<file path="config.mk">
export PLATFORM = sky130hd
export DESIGN_NAME = irq_vec_unit
export DESIGN_NICKNAME = d
export VERILOG_FILES = /design/src/rtl/irq_vec_pkg.sv /design/src/rtl/irq_vec_ctrl.sv /design/src/rtl/irq_vec_arb.sv /design/src/rtl/irq_vec_datapath.sv /design/src/rtl/irq_vec_unit.sv
export SDC_FILE = /design/constraint.sdc
export NUM_CORES = 1
export LEC_CHECK = 0
export ABC_AREA = 1
export BUFFER_PORTS_ARGS = -buffer_cell sky130_fd_sc_hd__buf_2
export CAP_MARGIN = 20
export CORE_MARGIN = 2
export CORE_UTILIZATION = 30
export CTS_CLUSTER_SIZE = 20
export DETAILED_ROUTE_END_ITERATION = 7
export SLEW_MARGIN = 10
export SYNTH_ARGS = -nofsm -noshare
export SYNTH_HDL_FRONTEND = slang
export SYNTH_HIERARCHICAL = 1
export SYNTH_SLANG_ARGS = --single-unit
</file>
<file path="constraint.sdc">
create_clock -name clk -period 61 [get_ports clk]
set_clock_uncertainty 0.15 [all_clocks]
set_input_delay 0 -clock clk [delete_from_list [all_inputs] [get_ports clk]]
set_output_delay 0 -clock clk [all_outputs]
set_load 0.03 [all_outputs]
</file>
<file path="src/rtl/irq_vec_pkg.sv">
package irq_vec_pkg;

  // Read-data source selected by the decoder for the cycle after a strobe
  typedef enum logic [2:0] {
    RD_ZERO,
    RD_MASK_LO,
    RD_MASK_HI,
    RD_PEND_LO,
    RD_PEND_HI,
    RD_CFG,
    RD_ACK
  } rd_sel_e;

  // Strobes from the bus decoder to the datapath
  typedef struct packed {
    logic    wrMaskLo;
    logic    wrMaskHi;
    logic    wrCfg;
    logic    capture;
    rd_sel_e rdSel;
    logic [3:0] cfgWord;
    logic [2:0] ackLevel;
  } strobe_t;

  localparam int LVL_W  = 3;
  localparam int PRI_W  = 3;
  localparam int CFG_W  = LVL_W + PRI_W;
  localparam int SLOTS  = 64;          // line 0 is reserved
  localparam int IDX_W  = $clog2(SLOTS);

  localparam logic [5:0] WORD_MASK_LO = 6'h00;
  localparam logic [5:0] WORD_MASK_HI = 6'h01;
  localparam logic [5:0] WORD_PEND_LO = 6'h02;
  localparam logic [5:0] WORD_PEND_HI = 6'h03;

endpackage

</file>
<file path="src/rtl/irq_vec_ctrl.sv">
module irq_vec_ctrl
  import irq_vec_pkg::*;
(
  input  logic       clk,
  input  logic       rstN,
  input  logic       busStrobe,
  input  logic       busWrite,
  input  logic [7:0] busAddr,
  output strobe_t    strb,
  output logic       busReady
);

  logic unusedAddrLsb;
  assign unusedAddrLsb = ^busAddr[1:0];

  logic inAckRegion;
  logic inCfgRegion;
  assign inAckRegion = (busAddr[7:5] == 3'b111);
  assign inCfgRegion = (busAddr[7:6] == 2'b01);

  always_comb begin
    strb          = '0;
    strb.rdSel    = RD_ZERO;
    strb.cfgWord  = busAddr[5:2];
    strb.ackLevel = busAddr[4:2];
    if (busStrobe) begin
      strb.capture = 1'b1;
      if (inAckRegion) begin
        if (!busWrite) strb.rdSel = RD_ACK;
      end else if (inCfgRegion) begin
        if (busWrite) strb.wrCfg = 1'b1;
        else          strb.rdSel = RD_CFG;
      end else begin
        unique case (busAddr[7:2])
          WORD_MASK_LO: begin
            if (busWrite) strb.wrMaskLo = 1'b1;
            else          strb.rdSel    = RD_MASK_LO;
          end
          WORD_MASK_HI: begin
            if (busWrite) strb.wrMaskHi = 1'b1;
            else          strb.rdSel    = RD_MASK_HI;
          end
          WORD_PEND_LO: if (!busWrite) strb.rdSel = RD_PEND_LO;
          WORD_PEND_HI: if (!busWrite) strb.rdSel = RD_PEND_HI;
          default: strb.rdSel = RD_ZERO;
        endcase
      end
    end
  end

  always_ff @(posedge clk or negedge rstN) begin
    if (!rstN) busReady <= 1'b0;
    else       busReady <= busStrobe;
  end


  ready_follow_chk: assert property (@(posedge clk) disable iff (!rstN)
    busStrobe |=> busReady);


  ready_origin_chk: assert property (@(posedge clk) disable iff (!rstN)
    busReady |-> $past(busStrobe));


  single_write_chk: assert property (@(posedge clk) disable iff (!rstN)
    $onehot0({strb.wrMaskLo, strb.wrMaskHi, strb.wrCfg, strb.rdSel == RD_ACK}));

endmodule

</file>
<file path="src/rtl/irq_vec_arb.sv">
module irq_vec_arb
  import irq_vec_pkg::*;
(
  input  logic [SLOTS-1:0]       cand,
  input  logic [SLOTS*LVL_W-1:0] lvlFlat,
  input  logic [SLOTS*PRI_W-1:0] prioFlat,
  input  logic [LVL_W-1:0]       reqLevel,
  output logic                   hit,
  output logic [IDX_W-1:0]       winIdx
);

  logic [PRI_W-1:0] bestPrio;

  // Ascending scan with a strict comparison: an equal priority never
  // displaces an earlier (lower-numbered) winner.
  always_comb begin
    hit      = 1'b0;
    winIdx   = '0;
    bestPrio = '0;
    for (int i = 0; i < SLOTS; i++) begin
      if (cand[i] && (lvlFlat[i*LVL_W +: LVL_W] == reqLevel) &&
          (!hit || (prioFlat[i*PRI_W +: PRI_W] > bestPrio))) begin
        hit      = 1'b1;
        winIdx   = IDX_W'(i);
        bestPrio = prioFlat[i*PRI_W +: PRI_W];
      end
    end
  end

endmodule

</file>
<file path="src/rtl/irq_vec_datapath.sv">
module irq_vec_datapath
  import irq_vec_pkg::*;
#(
  parameter int NUM_SRC  = 63,
  parameter int VEC_BASE = 64,
  parameter int SPUR_VEC = 24
) (
  input  logic               clk,
  input  logic               rstN,
  input  strobe_t            strb,
  input  logic [31:0]        busWdata,
  input  logic [NUM_SRC-1:0] srcIrq,
  output logic [31:0]        busRdata
);

  localparam int CFG_BITS = SLOTS * 8;

  logic [SLOTS-1:0]       maskAll;
  logic [SLOTS-1:0]       pendAll;
  logic [SLOTS-1:0]       cand;
  logic [SLOTS*LVL_W-1:0] lvlFlat;
  logic [SLOTS*PRI_W-1:0] prioFlat;
  logic [CFG_BITS-1:0]    cfgPacked;

  logic unusedWdata;
  assign unusedWdata = ^{busWdata[31:30], busWdata[23:22],
                         busWdata[15:14], busWdata[7:6]};

  for (genvar g = 0; g < SLOTS; g++) begin : g_line
    if (g == 0 || g > NUM_SRC) begin : g_void
      assign maskAll[g]               = 1'b0;
      assign pendAll[g]               = 1'b0;
      assign lvlFlat[g*LVL_W +: LVL_W]  = '0;
      assign prioFlat[g*PRI_W +: PRI_W] = '0;
      assign cfgPacked[g*8 +: 8]      = '0;
      assign cand[g]                  = 1'b0;
    end else begin : g_live
      localparam int  BIT_POS = g % 32;
      localparam bit  IN_HI   = (g >= 32);
      localparam int  BYTE_LN = g % 4;
      localparam logic [3:0] WORD_ID = 4'(g / 4);

      logic             maskQ;
      logic [CFG_W-1:0] cfgQ;
      logic             maskWr;

      assign maskWr = IN_HI ? strb.wrMaskHi : strb.wrMaskLo;

      always_ff @(posedge clk or negedge rstN) begin
        if (!rstN) begin
          maskQ <= 1'b1;
          cfgQ  <= '0;
        end else begin
          if (maskWr) maskQ <= busWdata[BIT_POS];
          if (strb.wrCfg && strb.cfgWord == WORD_ID)
            cfgQ <= busWdata[BYTE_LN*8 +: CFG_W];
        end
      end

      assign maskAll[g]                 = maskQ;
      assign pendAll[g]                 = srcIrq[g-1];
      assign lvlFlat[g*LVL_W +: LVL_W]  = cfgQ[CFG_W-1 -: LVL_W];
      assign prioFlat[g*PRI_W +: PRI_W] = cfgQ[PRI_W-1:0];
      assign cfgPacked[g*8 +: 8]        = {2'b00, cfgQ};
      assign cand[g] = pendAll[g] && !maskQ && (cfgQ[CFG_W-1 -: LVL_W] != '0);
    end
  end

  logic             hit;
  logic [IDX_W-1:0] winIdx;

  irq_vec_arb u_arb (
    .cand     (cand),
    .lvlFlat  (lvlFlat),
    .prioFlat (prioFlat),
    .reqLevel (strb.ackLevel),
    .hit      (hit),
    .winIdx   (winIdx)
  );

  logic [7:0]  vecVal;
  logic [31:0] rdNext;

  assign vecVal = hit ? 8'(VEC_BASE + int'(winIdx)) : 8'(SPUR_VEC);

  always_comb begin
    unique case (strb.rdSel)
      RD_MASK_LO: rdNext = maskAll[31:0];
      RD_MASK_HI: rdNext = maskAll[63:32];
      RD_PEND_LO: rdNext = pendAll[31:0];
      RD_PEND_HI: rdNext = pendAll[63:32];
      RD_CFG:     rdNext = cfgPacked[int'(strb.cfgWord)*32 +: 32];
      RD_ACK:     rdNext = {24'h0, vecVal};
      default:    rdNext = '0;
    endcase
  end

  always_ff @(posedge clk or negedge rstN) begin
    if (!rstN)             busRdata <= '0;
    else if (strb.capture) busRdata <= rdNext;
  end


  ack_range_chk: assert property (@(posedge clk) disable iff (!rstN)
    (strb.rdSel == RD_ACK) |=> ((busRdata[31:8] == '0) &&
      ((busRdata[7:0] == 8'(SPUR_VEC)) ||
       ((busRdata[7:0] > 8'(VEC_BASE)) && (busRdata[7:0] <= 8'(VEC_BASE + NUM_SRC))))));


  win_elig_chk: assert property (@(posedge clk) disable iff (!rstN)
    hit |-> (pendAll[winIdx] && !maskAll[winIdx] && (strb.ackLevel != '0) &&
             (lvlFlat[int'(winIdx)*LVL_W +: LVL_W] == strb.ackLevel)));


  level0_spur_chk: assert property (@(posedge clk) disable iff (!rstN)
    (strb.rdSel == RD_ACK && strb.ackLevel == '0) |=> (busRdata[7:0] == 8'(SPUR_VEC)));


  hold_data_chk: assert property (@(posedge clk) disable iff (!rstN)
    !strb.capture |=> $stable(busRdata));


  mask_hold_chk: assert property (@(posedge clk) disable iff (!rstN)
    !(strb.wrMaskLo || strb.wrMaskHi) |=> $stable(maskAll));

endmodule

</file>
<file path="src/rtl/irq_vec_unit.sv">
module irq_vec_unit
  import irq_vec_pkg::*;
#(
  parameter int NUM_SRC  = 63,
  parameter int VEC_BASE = 64,
  parameter int SPUR_VEC = 24
) (
  input  logic               clk,
  input  logic               rstN,
  input  logic               busStrobe,
  input  logic               busWrite,
  input  logic [7:0]         busAddr,
  input  logic [31:0]        busWdata,
  output logic [31:0]        busRdata,
  output logic               busReady,
  input  logic [NUM_SRC-1:0] srcIrq
);

  strobe_t strb;

  irq_vec_ctrl u_ctrl (
    .clk       (clk),
    .rstN      (rstN),
    .busStrobe (busStrobe),
    .busWrite  (busWrite),
    .busAddr   (busAddr),
    .strb      (strb),
    .busReady  (busReady)
  );

  irq_vec_datapath #(
    .NUM_SRC  (NUM_SRC),
    .VEC_BASE (VEC_BASE),
    .SPUR_VEC (SPUR_VEC)
  ) u_dp (
    .clk      (clk),
    .rstN     (rstN),
    .strb     (strb),
    .busWdata (busWdata),
    .srcIrq   (srcIrq),
    .busRdata (busRdata)
  );

endmodule

</file>
==> run metrics <==
TritonCTS clock tree built; Peak VDD IR 0.0265 mV; I/O Buffers 137; Peak Freq 15.6 MHz; fin cells around 7000; worst r2r src u_dp/g_line[1].g_live.cfgQ[5]; global-route wire length before repair roughly 220 mm; crit path capture type register; synthesized flop and latch total 474; Post-Place Cells 6882; Final GP Congestion 0.976; dpl hpwl 109 mm; pins over their slew limit 0; Clk Latency, worst-skew pair 0.65 ns; Post-synth EDFFs 0; async set-reset flop share out of synthesis 100%; Fillers 11900; register area between 10000 and 15000 µm²; WP depth between 600 and 700; Die W 343 µm; # rows 124; leading area contributor after synthesis dfrtp_1; WP data required 61.36 ns; clk slew on worst S/H paths 0.06 ns; gr ovfl total 0; depth of the worst register-to-register path 604; Avg Inst Size Synth ~6.7 µm²; GRT Overall Usage approximately a quarter; die height 343 µm; Area Growth Syn to Fin 27.9%; Buf/Inv on CP 87; number of max-cap violations 0; worst relative slew slack under 10%; failing checks setup timing; Place WS -3.48 ns; crit path max-delay cell type dfrtp_1; final hold violation count 0; core box area 114000 µm²; vias in the first global route 34400; register-to-register setup slack -3.25 ns; worst setup path category reg2reg; max incr delay on CP 0.40 ns; outcome complete, but fails checks; Critical Path AT ~65 ns; initial antenna violation count 6; Yosys top cell area share 29.9%; most frequent cells in the layout 1814 x nand2_1, 526 x inv_1, 488 x buf_4; period utilisation layout 105%; PD cells 26.7 nW/µm²; WHS 0.0124 ns; DIE AREA 117000 µm²; DRC Markers 0; Area contributors post-synth dfrtp_1 30%, nand2_1 21%, o21ai_0 10%, inv_1 6.0%, ha_1 4.8%; largest net degree at the start of global routing approximately 110; ratio of cells with drive above 1 in the final layout 24.4%; Warnings, synthesis 6; CP top delay family simple AND/OR/NAND/NOR gates; worst slew pin tran around 1.3 ns; Routed WL 150 mm; post-layout min period 64.25 ns; ys flop type dfrtp_1; type of origin of the critical path register; reg-to-reg endpoint u_dp/busRdata[4]; CTS Buffer Depth 3; CP endpoint u_dp/busRdata[4]; Starting Density 30.1%; multi-input combinational cell area roughly 21000 µm²; Final nets 5887; cells after synthesis 5123; Initial DRC Count 3867; number of CTS-inserted buffers 55; root buffer cell clkbuf_16; post-DR vias/cell 5.19; num ports 140; min setup slack post-route -3.25 ns; critical path's most frequent cell nand2_2; post-synthesis sequential area ratio between 30% and 40%; DR WL/cell 20.8 µm; Hold/Removal Path Class in2reg; Synth cell types 55; routed via count approximately 37000; Crit Path Max Fanout 7; drt pass-1 iters 6; Worst Setup SP u_dp/g_line[1].g_live.cfgQ[5]; synthesized area 34400 µm²; Sinks on Clock Net 474; Leak Pwr 22.6 nW; post-route ant nets 0; RSZ-0062 raised after global routing yes; post-layout util between 30 and 40%; H-Tree Depth 2; final setup vio count 6; most common cell after layout, fill and taps aside nand2_1
==> final cells by class <==
type | count | share of cell area (%)
sequential | 474 | 27.2
antenna | 2 | 0.0114
clock inverter | 22 | 0.603
clock buffer | 81 | 3.79
inverter | 558 | 4.79
timing repair buffer | 701 | 11.9
multi-input combinational | 3857 | 47.5
tap | 1512 | 4.30
==> repair_timing <==
item / CTS / global route
resized for setup: 131 / 167
hold buffers: 69 / 0
setup buffers: 73 / 75
pin swaps: 140 / 250
hold endpoints to repair: 307 / 0
endpoints found under the setup margin: 6 / 6
==> worst register-to-register path, delay by kind of cell (launching register included) <==
family                   cells  cell delay, ns
AND/OR/NAND/NOR            288           24.60
adder cells (fa/ha/maj)     62           18.05
AO/OA/AOI/OAI              167           16.37
buffers and inverters       87            4.65
flip-flops                   1            0.40
==> power by group <==
| group | internal (mW) | total [mW] | switching [mW] |
|---|---|---|---|
| Combinational | 0.175 | 0.422 | 0.246 |
| Sequential | 0.353 | 0.391 | 0.0388 |
| Clock | 0.214 | 0.360 | 0.147 |
==> Yosys cell counts, types with 2 or more instances <==
| cell | n |
|---|---|
| ha_1 | 133 |
| o21ai_0 | 690 |
| or2_1 | 2 |
| nand3b_1 | 2 |
| nand4_1 | 7 |
| o22ai_1 | 43 |
| nand2_2 | 147 |
| buf_2 | 83 |
| and2_1 | 5 |
| o2111ai_1 | 8 |
| clkbuf_1 | 99 |
| nor3_2 | 2 |
| buf_4 | 31 |
| o311a_1 | 9 |
| o211ai_1 | 11 |
| a2111oi_0 | 41 |
| nor3_1 | 57 |
| a21oi_1 | 104 |
| nand3_2 | 54 |
| xor2_1 | 62 |
| a2111oi_4 | 2 |
| dfrtp_1 | 411 |
| nand2_4 | 15 |
| nor2_2 | 4 |
| nand3_1 | 114 |
| a21o_1 | 13 |
| clkinv_1 | 4 |
| inv_1 | 550 |
| a31oi_1 | 25 |
| inv_2 | 3 |
| o22a_2 | 3 |
| o21ai_1 | 55 |
| o22a_1 | 4 |
| nand2_1 | 1908 |
| nor4_1 | 10 |
| or2_2 | 40 |
| a311oi_1 | 32 |
| buf_6 | 16 |
| buf_1 | 16 |
| nor2_1 | 231 |
| dfstp_2 | 63 |
==> worst min-delay path by stage <==
stage | slack, ns | depth (start not counted) | from | endpoint
after floorplan | -0.45 | 0 | rstN | u_ctrl/busReady
after global placement | -0.08 | 1 | rstN | u_dp/g_line[7].g_live.cfgQ[3]
after detailed placement | -0.09 | 1 | rstN | u_dp/g_line[7].g_live.cfgQ[3]
after CTS | 0.0003 | 7 | srcIrq[52] | u_dp/busRdata[21]
after global routing | 0.008 | 7 | srcIrq[52] | u_dp/busRdata[21]
final | 0.01 | 4 | busWdata[22] | u_dp/g_line[54].g_live.maskQ
==> registers in the layout, summed over array words and instances (netlist names) <==
signal                    flops
u_ctrl/busReady               1
u_dp/busRdata                32
u_dp/g_line.g_live.maskQ     63
u_dp/g_line.g_live.cfgQ     378
==> metal layers <==
metal / wire [µm] / global-route usage (%) / vias up
li1: - / - / 17500
met1: 61900 / 33.1 / 17700
met2: 64400 / 37.2 / 1790
met3: 14700 / 5.29 / 333
met4: 8560 / 12.1 / 0
met5: 0 / 0 / -
==> cell families (layout without fill, tap and decap cells) <==
family / count (synthesis) / count (layout) / share of synthesized area (%)
buffers and inverters: 803 / 1362 / 9.77
AND/OR/NAND/NOR: 2603 / 2603 / 32.1
AO/OA/AOI/OAI: 1047 / 1047 / 17.0
other: 1 / 14 / 0.0109
adder cells (fa/ha/maj): 133 / 133 / 4.84
flip-flops: 474 / 474 / 34.7
XOR/XNOR: 62 / 62 / 1.58
==> stage by stage <==
stage	TNS [ns]	area, µm²	total power [mW]
floorplan	-0.151	35000	0.618
global placement	-5.19	39100	0.732
detailed placement	-19.34	39100	0.740
CTS	-12.54	42600	1.12
global route	-49.97	44000	1.23
finish	-18.04	44000	1.17
Note: power is estimated with default switching activity, not from simulation.
